File: config.mk
export PLATFORM = sky130hd
export DESIGN_NAME = ddc_fir_decim2x2
export DESIGN_NICKNAME = d
export VERILOG_FILES = /design/src/rtl/ddc_fir_pkg.sv /design/src/rtl/fold_round_sat.sv /design/src/rtl/fir_fold_stage.sv /design/src/rtl/ddc_fir_decim2x2.sv
export SDC_FILE = /design/constraint.sdc
export NUM_CORES = 2
export LEC_CHECK = 0
export ABC_AREA = 1
export BUFFER_PORTS_ARGS = -buffer_cell sky130_fd_sc_hd__buf_2
export CAP_MARGIN = 10
export CORE_ASPECT_RATIO = 0.5
export CORE_MARGIN = 2
export CORE_UTILIZATION = 45
export DETAILED_ROUTE_END_ITERATION = 16
export SYNTH_ARGS = -nofsm -noshare
export SYNTH_HDL_FRONTEND = slang
export SYNTH_SLANG_ARGS = --single-unit
File: constraint.sdc
create_clock -name clk -period 10.6 [get_ports clk]
set_input_delay 0 -clock clk [delete_from_list [all_inputs] [get_ports clk]]
set_output_delay 0 -clock clk [all_outputs]
set_load 0.02 [all_outputs]
File: src/rtl/ddc_fir_pkg.sv
package ddc_fir_pkg;

    typedef enum logic [1:0] {
        S_IDLE,
        S_MAC,
        S_ROUND
    } fold_state_t;

    // Triangular symmetric weight for tap k of an ntap-long filter.
    function automatic int tri_coef(input int k, input int ntap);
        int m;
        m = ntap - 1 - k;
        return ((k < m) ? k : m) + 1;
    endfunction

endpackage

File: src/rtl/fold_round_sat.sv
module fold_round_sat #(
    parameter int ACC_W = 26,
    parameter int SHIFT = 7,
    parameter int OUT_W = 12
) (
    input  logic signed [ACC_W-1:0] acc,
    output logic signed [OUT_W-1:0] res
);
    localparam int EXT_W = ACC_W + 1;
    localparam logic signed [EXT_W-1:0] HALF = EXT_W'(1) <<< (SHIFT - 1);
    localparam logic signed [EXT_W-1:0] MAXV = EXT_W'((2 ** (OUT_W - 1)) - 1);
    localparam logic signed [EXT_W-1:0] MINV = -EXT_W'(2 ** (OUT_W - 1));

    logic signed [EXT_W-1:0] biased;
    logic signed [EXT_W-1:0] shifted;

    always_comb begin
        biased  = {acc[ACC_W-1], acc} + HALF;
        shifted = biased >>> SHIFT;
        if (shifted > MAXV)
            res = MAXV[OUT_W-1:0];
        else if (shifted < MINV)
            res = MINV[OUT_W-1:0];
        else
            res = shifted[OUT_W-1:0];
    end
endmodule

File: src/rtl/fir_fold_stage.sv
module fir_fold_stage
    import ddc_fir_pkg::*;
#(
    parameter int IN_W   = 12,
    parameter int OUT_W  = 12,
    parameter int COEF_W = 8,
    parameter int NTAP   = 23,
    parameter int SHIFT  = 7
) (
    input  logic                    clk,
    input  logic                    rst_n,
    input  logic                    in_valid,
    input  logic signed [IN_W-1:0]  in_data,
    output logic                    out_valid,
    output logic signed [OUT_W-1:0] out_data
);
    localparam int NUNIQ  = (NTAP + 1) / 2;
    localparam int CTR    = NUNIQ - 1;
    localparam int IDX_W  = $clog2(NUNIQ);
    localparam int POS_W  = $clog2(NTAP);
    localparam int PRE_W  = IN_W + 1;
    localparam int PROD_W = PRE_W + COEF_W;
    localparam int ACC_W  = PROD_W + IDX_W + 1;

    fold_state_t state, nxt;

    logic signed [IN_W-1:0]   dline [NTAP];
    logic signed [COEF_W-1:0] crom  [NUNIQ];
    logic                     pend_v;
    logic signed [IN_W-1:0]   pend_d;
    logic                     phase;
    logic [IDX_W-1:0]         idx;
    logic signed [ACC_W-1:0]  acc;

    logic                     take;
    logic signed [IN_W-1:0]   take_d;
    logic [POS_W-1:0]         lo_pos, hi_pos;
    logic signed [PRE_W-1:0]  pre;
    logic signed [PROD_W-1:0] prod;
    logic signed [OUT_W-1:0]  rounded;

    // Fixed coefficient table, one entry per folded pair plus centre.
    for (genvar g = 0; g < NUNIQ; g++) begin : g_coef
        assign crom[g] = COEF_W'(tri_coef(g, NTAP));
    end

    assign take   = (state == S_IDLE) && (pend_v || in_valid);
    assign take_d = pend_v ? pend_d : in_data;

    // Folded operand: mirrored samples summed, centre tap alone.
    always_comb begin
        lo_pos = POS_W'(idx);
        hi_pos = POS_W'(NTAP - 1) - lo_pos;
        if (idx == IDX_W'(CTR))
            pre = {dline[lo_pos][IN_W-1], dline[lo_pos]};
        else
            pre = {dline[lo_pos][IN_W-1], dline[lo_pos]}
                + {dline[hi_pos][IN_W-1], dline[hi_pos]};
        prod = pre * crom[idx];
    end

    // State register
    always_ff @(posedge clk or negedge rst_n) begin
        if (!rst_n) state <= S_IDLE;
        else        state <= nxt;
    end

    always_comb begin
        nxt = state;
        unique case (state)
            S_IDLE:  if (take && phase)        nxt = S_MAC;
            S_MAC:   if (idx == IDX_W'(CTR))   nxt = S_ROUND;
            S_ROUND:                           nxt = S_IDLE;
            default:                           nxt = S_IDLE;
        endcase
    end

    // Delay line, holding register, decimation phase, accumulator
    always_ff @(posedge clk or negedge rst_n) begin
        if (!rst_n) begin
            for (int i = 0; i < NTAP; i++) dline[i] <= '0;
            pend_v <= 1'b0;
            pend_d <= '0;
            phase  <= 1'b0;
            idx    <= '0;
            acc    <= '0;
        end else begin
            if (state != S_IDLE) begin
                if (in_valid) begin
                    pend_v <= 1'b1;
                    pend_d <= in_data;
                end
            end else if (pend_v) begin
                pend_v <= 1'b0;
            end
            if (take) begin
                dline[0] <= take_d;
                for (int i = 1; i < NTAP; i++) dline[i] <= dline[i-1];
                phase <= ~phase;
                idx   <= '0;
                acc   <= '0;
            end else if (state == S_MAC) begin
                acc <= acc + ACC_W'(prod);
                idx <= idx + 1'b1;
            end
        end
    end

    fold_round_sat #(
        .ACC_W (ACC_W),
        .SHIFT (SHIFT),
        .OUT_W (OUT_W)
    ) u_rnd (
        .acc (acc),
        .res (rounded)
    );

    // Registered outputs
    always_ff @(posedge clk or negedge rst_n) begin
        if (!rst_n) begin
            out_valid <= 1'b0;
            out_data  <= '0;
        end else begin
            out_valid <= (state == S_ROUND);
            if (state == S_ROUND) out_data <= rounded;
        end
    end

    // strobe lasts one clock
    p_single_strobe_r5: assert property (@(posedge clk) disable iff (!rst_n)
        out_valid |=> !out_valid);

    // data moves only with the strobe
    p_hold_r6: assert property (@(posedge clk) disable iff (!rst_n)
        !out_valid |-> $stable(out_data));

    // a second sample never arrives while one is still waiting
    p_gap_r7: assert property (@(posedge clk) disable iff (!rst_n)
        !(in_valid && pend_v));

    // a sample that opens a pair starts no computation
    p_even_no_mac_r2: assert property (@(posedge clk) disable iff (!rst_n)
        (take && !phase) |=> (state == S_IDLE));

endmodule

File: src/rtl/ddc_fir_decim2x2.sv
module ddc_fir_decim2x2 #(
    parameter int IN_W   = 12,
    parameter int MID_W  = 12,
    parameter int OUT_W  = 12,
    parameter int COEF_W = 8,
    parameter int TAPS1  = 23,
    parameter int TAPS2  = 63,
    parameter int SHIFT1 = 7,
    parameter int SHIFT2 = 9
) (
    input  logic                    clk,
    input  logic                    rst_n,
    input  logic                    in_valid,
    input  logic signed [IN_W-1:0]  in_data,
    output logic                    out_valid,
    output logic signed [OUT_W-1:0] out_data
);
    logic                    mid_valid;
    logic signed [MID_W-1:0] mid_data;

    fir_fold_stage #(
        .IN_W   (IN_W),
        .OUT_W  (MID_W),
        .COEF_W (COEF_W),
        .NTAP   (TAPS1),
        .SHIFT  (SHIFT1)
    ) u_stage1 (
        .clk       (clk),
        .rst_n     (rst_n),
        .in_valid  (in_valid),
        .in_data   (in_data),
        .out_valid (mid_valid),
        .out_data  (mid_data)
    );

    fir_fold_stage #(
        .IN_W   (MID_W),
        .OUT_W  (OUT_W),
        .COEF_W (COEF_W),
        .NTAP   (TAPS2),
        .SHIFT  (SHIFT2)
    ) u_stage2 (
        .clk       (clk),
        .rst_n     (rst_n),
        .in_valid  (mid_valid),
        .in_data   (mid_data),
        .out_valid (out_valid),
        .out_data  (out_data)
    );
endmodule

Word level (Yosys, flattened, before mapping):

Memory sizes are Yosys's and may differ from the RTL's.
Cells that the tools add are included.

* add/subtract/negate cells: 10
* multiply operators: 2
* reduce and logical (&&, ||, !) cells: 16
* eq/ne operators: 12
* order comparisons: 10
* bitwise operators: 8
* muxes and demuxes: 42

Operator list (count)
* $mux W12: 14
* $bmux W12 S6: 2
* $bmux W12 S5: 2
* $mux W27: 2
* $mux W26: 2
* $mul A13 B8 Y21: 2
* $mux W8: 4
* $add A27 B10 Y28 const B: 1
* $add A26 B8 Y27 const B: 1
* $add A27 B21 Y27: 1
* $add A12 B12 Y13: 2
* $add A26 B21 Y26: 1
* $mux W13: 2
* $gt A20 B12 Y1 const B: 1
* $lt A20 B12 Y1 const B: 1
* $gt A19 B12 Y1 const B: 1
* $lt A19 B12 Y1 const B: 1
* $ge A6 B6 Y1 const B: 3
* $ge A7 B7 Y1 const B: 2
* $not A5 Y6: 2
* $mux W5: 2
* $mux W2: 4
* $mux W4: 2
* $ne A2 B2 Y1 const B: 4
* 22 further kinds: 41

* bits in read-only memories: 384
* register bits after elaboration: 1152
* bits of input ports: 15
* memories kept: 2
* output and inout bits: 13

Memory list
* (no name shown): words 32, bits a word 8, read ports 1, clocked after memory_dff 0, write ports 0, line fir_fold_stage.sv:59 `prod = pre * crom[idx];`
* (no name shown): words 16, bits a word 8, read ports 1, clocked after memory_dff 0, write ports 0, line fir_fold_stage.sv:59

Longest topological paths before layout:

* depth in word-level cells: 11
* gate-level depth with buffers: 44

By module:

A second synthesis with hierarchy kept.

* cell total of the unflattened synthesis: 8956
* area, all modules: 67352.1 um^2

By module, submodules not included
* fir_fold_stage (u_stage2): area an instance 44421.4 um^2, cells an instance 5790, instances 1
* fir_fold_stage (u_stage1): area an instance 21589.5 um^2, cells an instance 2891, instances 1
* fold_round_sat (u_stage2.u_rnd): area an instance 674.4 um^2, cells an instance 140, instances 1
* fold_round_sat (u_stage1.u_rnd): area an instance 666.9 um^2, cells an instance 135, instances 1

Worst setup path before layout:

No wires, ideal clock.

* path type: register -> register
* start: register u_stage2.idx[0]
* end: register u_stage2.acc[26]
* path buffers: 4
* setup slack: 3081 ps
* library setup time: 118 ps
* cell stages (with the launch flop): 42
* arrival time: 7401 ps
* cells stage by stage: dfrtp_1 > ha_1 > buf_2 > inv_1 > buf_2 > buf_2 > clkbuf_1 > nand2_1 > o211ai_1 > o211ai_1 > o211ai_1 > o31ai_1 > ha_1 > a21oi_1 > nor2_1 > a211oi_1 > nand2_1 > nand2_1 > [... 6 more ...] > fa_1 > fa_1 > fa_1 > inv_1 > fa_1 > inv_1 > ha_1 > nand2_1 > nor2_1 > inv_1 > nor3_1 > nand3_1 > nand3_1 > nand2_1 > nand2_1 > nand3_1 > nand3_1 > nand2_1

* longest elaborated chain between the ends: 11
* elaborated cells on any way between the ends: 20
* those cells by class: 3 x add/sub; 1 x mul; 1 x eq/ne; 11 x mux; 3 x bitwise; 1 x memory

Ends and longest elaborated chain
* start, declared: line fir_fold_stage.sv:32 `logic [IDX_W-1:0] idx;`
* start signal, assigned: line fir_fold_stage.sv:104 `idx <= idx + 1'b1;`
* $sub A6 B5 Y6: line fir_fold_stage.sv:53 `hi_pos = POS_W'(NTAP - 1) - lo_pos;`
* $not A6 Y7 (implied by the code): line fir_fold_stage.sv:58 `+ {dline[hi_pos][IN_W-1], dline[hi_pos]};`
* $bmux W12 S6: line fir_fold_stage.sv:58
* $mux W12 (implied by the code) (2 in a row): line fir_fold_stage.sv:58
* $add A12 B12 Y13: line fir_fold_stage.sv:58
* $mux W13: line fir_fold_stage.sv:54 `if (idx == IDX_W'(CTR))`
* $mul A13 B8 Y21 (*): line fir_fold_stage.sv:59
* $add A27 B21 Y27 (*): line fir_fold_stage.sv:103 `acc <= acc + ACC_W'(prod);`
* $mux W27 (*): line fir_fold_stage.sv:102 `end else if (state == S_MAC) begin`
* $mux W27 (*): line fir_fold_stage.sv:96 `if (take) begin`
* end signal, assigned: line fir_fold_stage.sv:103
* end, declared: line fir_fold_stage.sv:33 `logic signed [ACC_W-1:0] acc;`

Every way passes the cells marked *; elsewhere a longest branch is shown, timed or not. The select of a mux whose other input is x is not followed.
A chain may end at the register's enable or synchronous reset.

Final worst setup path:

* start: register u_stage2.idx[1]
* end: register u_stage2.acc[26]

Same word-level chain as after synthesis.

==> run summary <==
The run finished with clean final reports. The final setup TNS is 0 ns, and the number of max-slew violations in the final report is 0. Entering global routing, the biggest net connects 234 pins. The slowest stage of the critical path belongs to the cell sky130_fd_sc_hd__dfrtp_4. The tree is rooted in a sky130_fd_sc_hd__clkbuf_16.

Post-synthesis net count: 8777. The critical path ends at u_stage2.acc[26]. After clock tree synthesis, the clock-pin slew on the worst setup and hold paths is 0.07 ns. The number of placed instances with taps included was 9941.

The tools report the number of post-CTS setup repair buffers as 0. The number of top-level design ports is 28. The time the worst path needs with I/O delays and setup is 9.38 ns. After detailed routing, the number of remaining DRC violations is 0. Setup repair after global routing left no endpoint under its margin. After technology mapping, the gate count stands at 8444. The tools report the number of antenna violations at the first check in global routing as 0.

The horizontal extent of the die is 542 um. The run gives 45.4% as the starting density of the core. Cells with a size suffix above 1 make up 5.00% of the layout. The cell occurring most often along the worst timing path is sky130_fd_sc_hd__nand2_1. The signed area change from the synthesized netlist to the final layout was 8.28%. By instance count, the leading cell after synthesis is sky130_fd_sc_hd__nand2_1. Category of the most critical setup path: flop to flop. The final route contains 53500 vias.

The run gives 0.0304 ns as the worst setup skew after layout. The detailed router finished its first iteration with 4902 violations. The multi-input combinational cells in the finished layout cover a total of 30400 sq um. Overall global routing resource usage: 22.8%.

Detailed placement finished with a half-perimeter wire length of 104000 um. The worst register-to-register path ends at u_stage2.acc[26]. Averaged over all synthesized cells, the footprint is 7.70 sq um.

The via density per instance is 5.25. Category of the worst setup path launch point: a flop. The worst setup path is captured at a flop.

The remaining antenna violation count is 0. The H-tree level count was 3; the first-pass iteration count of the detailed router was 6. The highest clock rate is 107 MHz. The maximum single-stage delay on the critical path is 0.73 ns. Registers take 28800 sq um.

The die covers 148000 sq um. The clock reaches the later pin of the worst-skew pair after 0.74 ns. Yosys printed 0 warnings. The placement-stage worst setup slack is 1.25 ns, and the slack of the worst reg-to-reg path is 1.22 ns. The dominant cell type by area after synthesis is sky130_fd_sc_hd__dfrtp_1. Along the worst path, the maximum fanout reaches 45.

At the end of routability-driven placement, the weighted congestion stood at 0.872. The run gives 1.22 ns as the final worst-path setup slack. The tools report the worst flop-to-flop path startpoint as u_stage2.idx[1]. The most used flip-flop cell after synthesis was sky130_fd_sc_hd__dfrtp_1. Measured along the y axis, the die boundary spans 273 um. The run gives 0 as the antenna diode instance count. In this run the biggest area consumer among cell types represents 44.3% of the synthesized area. The finished layout holds 10200 standard cells, fillers aside. The critical path starts at u_stage2.idx[1]. For the pin with the worst max-slew slack, the measured transition is 1.17 ns. The layout has 14000 filler cells. The overall overflow remaining after global route was 0. Counting flops with a built-in enable in the synthesized netlist gives 0. TritonCTS built the clock tree.

At the worst endpoint, the required time is 11.23 ns. The type of the tightest min-delay check is input pin to flop. The tools report the area inside the core boundary as 143000 sq um. Sequential elements use 44.3% of the synthesized area.

The number of nets in the finished design came out at 8526. The final critical path takes up 88.5% of the cycle. Dividing the detail-routed wire length by the instance count gives 16.4 um.

Of all flip-flops after synthesis, the portion carrying an async set or reset was 100%. The clock passes through at most 3 buffers. Yosys mapped the design onto 59 distinct sky130hd cell types. The run gives 167000 um as the wire length after detailed routing. Via count of the first global-routing pass: 51100.

Data on the critical path arrives at its endpoint at 10.01 ns. The commonest cells after synthesis are 2357 x sky130_fd_sc_hd__nand2_1, 1520 x sky130_fd_sc_hd__o21ai_0, 1152 x sky130_fd_sc_hd__dfrtp_1. The total number of placement rows was 98; the number of endpoints with negative hold slack in the final report was 0.

Number of input and output port buffers inserted: 27. Sorting the synthesized cells by area gives the leading types as sky130_fd_sc_hd__dfrtp_1 44%, sky130_fd_sc_hd__nand2_1 14%, sky130_fd_sc_hd__o21ai_0 12%. The count of max-cap constraint violations is 0. In this run, synthesis produced a sequential element count of 1152.

The tree built by TritonCTS fans out to 1152 sinks. The tools report the worst slew margin relative to its limit as 22.0%. Setup violations remaining at the end of the flow were counted as 0.

After synthesis the cells add up to 65000 sq um. For this run, the share of the core covered by cells in the final layout is 49.2%. For the first-pass GRT wire length, the log shows 278000 um.

The number of cells on the worst reg-to-reg path is 39. In this run, CTS created clock tree buffers numbering 111.
cells by family (layout without fill, tap and decap cells):
group | Yosys count | in the layout | synth area share (%)
AOI/OAI and AO/OA | 2187 | 2187 | 17.8
xor gates and xnor gates | 60 | 60 | 0.819
adders and majority gates | 318 | 318 | 8.03
buffers and inverters | 1501 | 1341 | 9.07
DFF | 1152 | 1152 | 44.3
muxes | 1 | 1 | 0.0154
and+or+nand+nor | 3225 | 3225 | 19.9
metrics by stage:
stage | instance area (sq um) | hold slack, ns
floorplan | 65000 | -0.296
global placement | 66200 | 0.104
detailed placement | 66200 | 0.107
CTS | 70400 | 0.00299
global route | 70400 | 0.0651
finish | 70400 | 0.0750
worst max-delay path, delay by kind of cell, from the launching register on:
kind,cells,cell delay (ns)
DFF,1,0.73
and+or+nand+nor,23,2.81
buffers and inverters,5,0.87
AOI/OAI and AO/OA,3,1.04
adders and majority gates,8,3.78
registers in the layout, indices dropped and copies added (netlist names), 5 cells and up:
signal,flops
u_stage2.pend_d,12
u_stage2.out_data,12
u_stage1.pend_d,12
u_stage1.out_data,12
u_stage2.acc,27
u_stage1.dline,276
u_stage2.dline,756
u_stage1.acc,26
u_stage2.idx,5
area by class of cell:
class / instances / area share (%)
clock buffer: 150 / 4.49
clock inverter: 54 / 0.874
inverter: 986 / 5.29
multi-input combinational: 5791 / 43.2
sequential: 1152 / 41.0
tap: 1900 / 3.38
timing repair buffer: 151 / 1.86
per-layer routing:
metal  routed length [um]  share of wire, %  track usage, %
met1                82600                49            33.7
met2                73800                44            35.9
met4                 3430               2.1            5.35
met3                 7330               4.4            2.67
met5                    0                 0               0
worst min-delay path by stage:
stage | startpoint | end | cells after the start
floorplan | rst_n | u_stage1.acc[0] | 0
global placement | rst_n | u_stage2.dline[92] | 1
detailed placement | rst_n | u_stage2.dline[128] | 1
CTS | in_data[8] | u_stage1.dline[272] | 4
global route | in_data[1] | u_stage1.pend_d[1] | 4
finish | in_data[2] | u_stage1.pend_d[2] | 4
layout by cell type (no fill, tap or decap), drive strengths merged, types with 34 or more instances in the layout:
cell type    instances
a21oi              410
buf                113
clkbuf             150
clkinv              34
dfrtp             1152
dlygate4sd3         38
fa                 166
ha                 152
inv                988
nand2             2388
nand3              423
nor2               357
o211ai             101
o21ai             1549
o22ai               40
xor2                43
timing repair:
item                                   CTS  global route
resized for setup                        0             0
endpoints found under the hold margin  181             0
hold buffers                            39             0
Power is not shown: default switching activity piles up to over one toggle a cycle in this logic, so the estimate is an artifact.
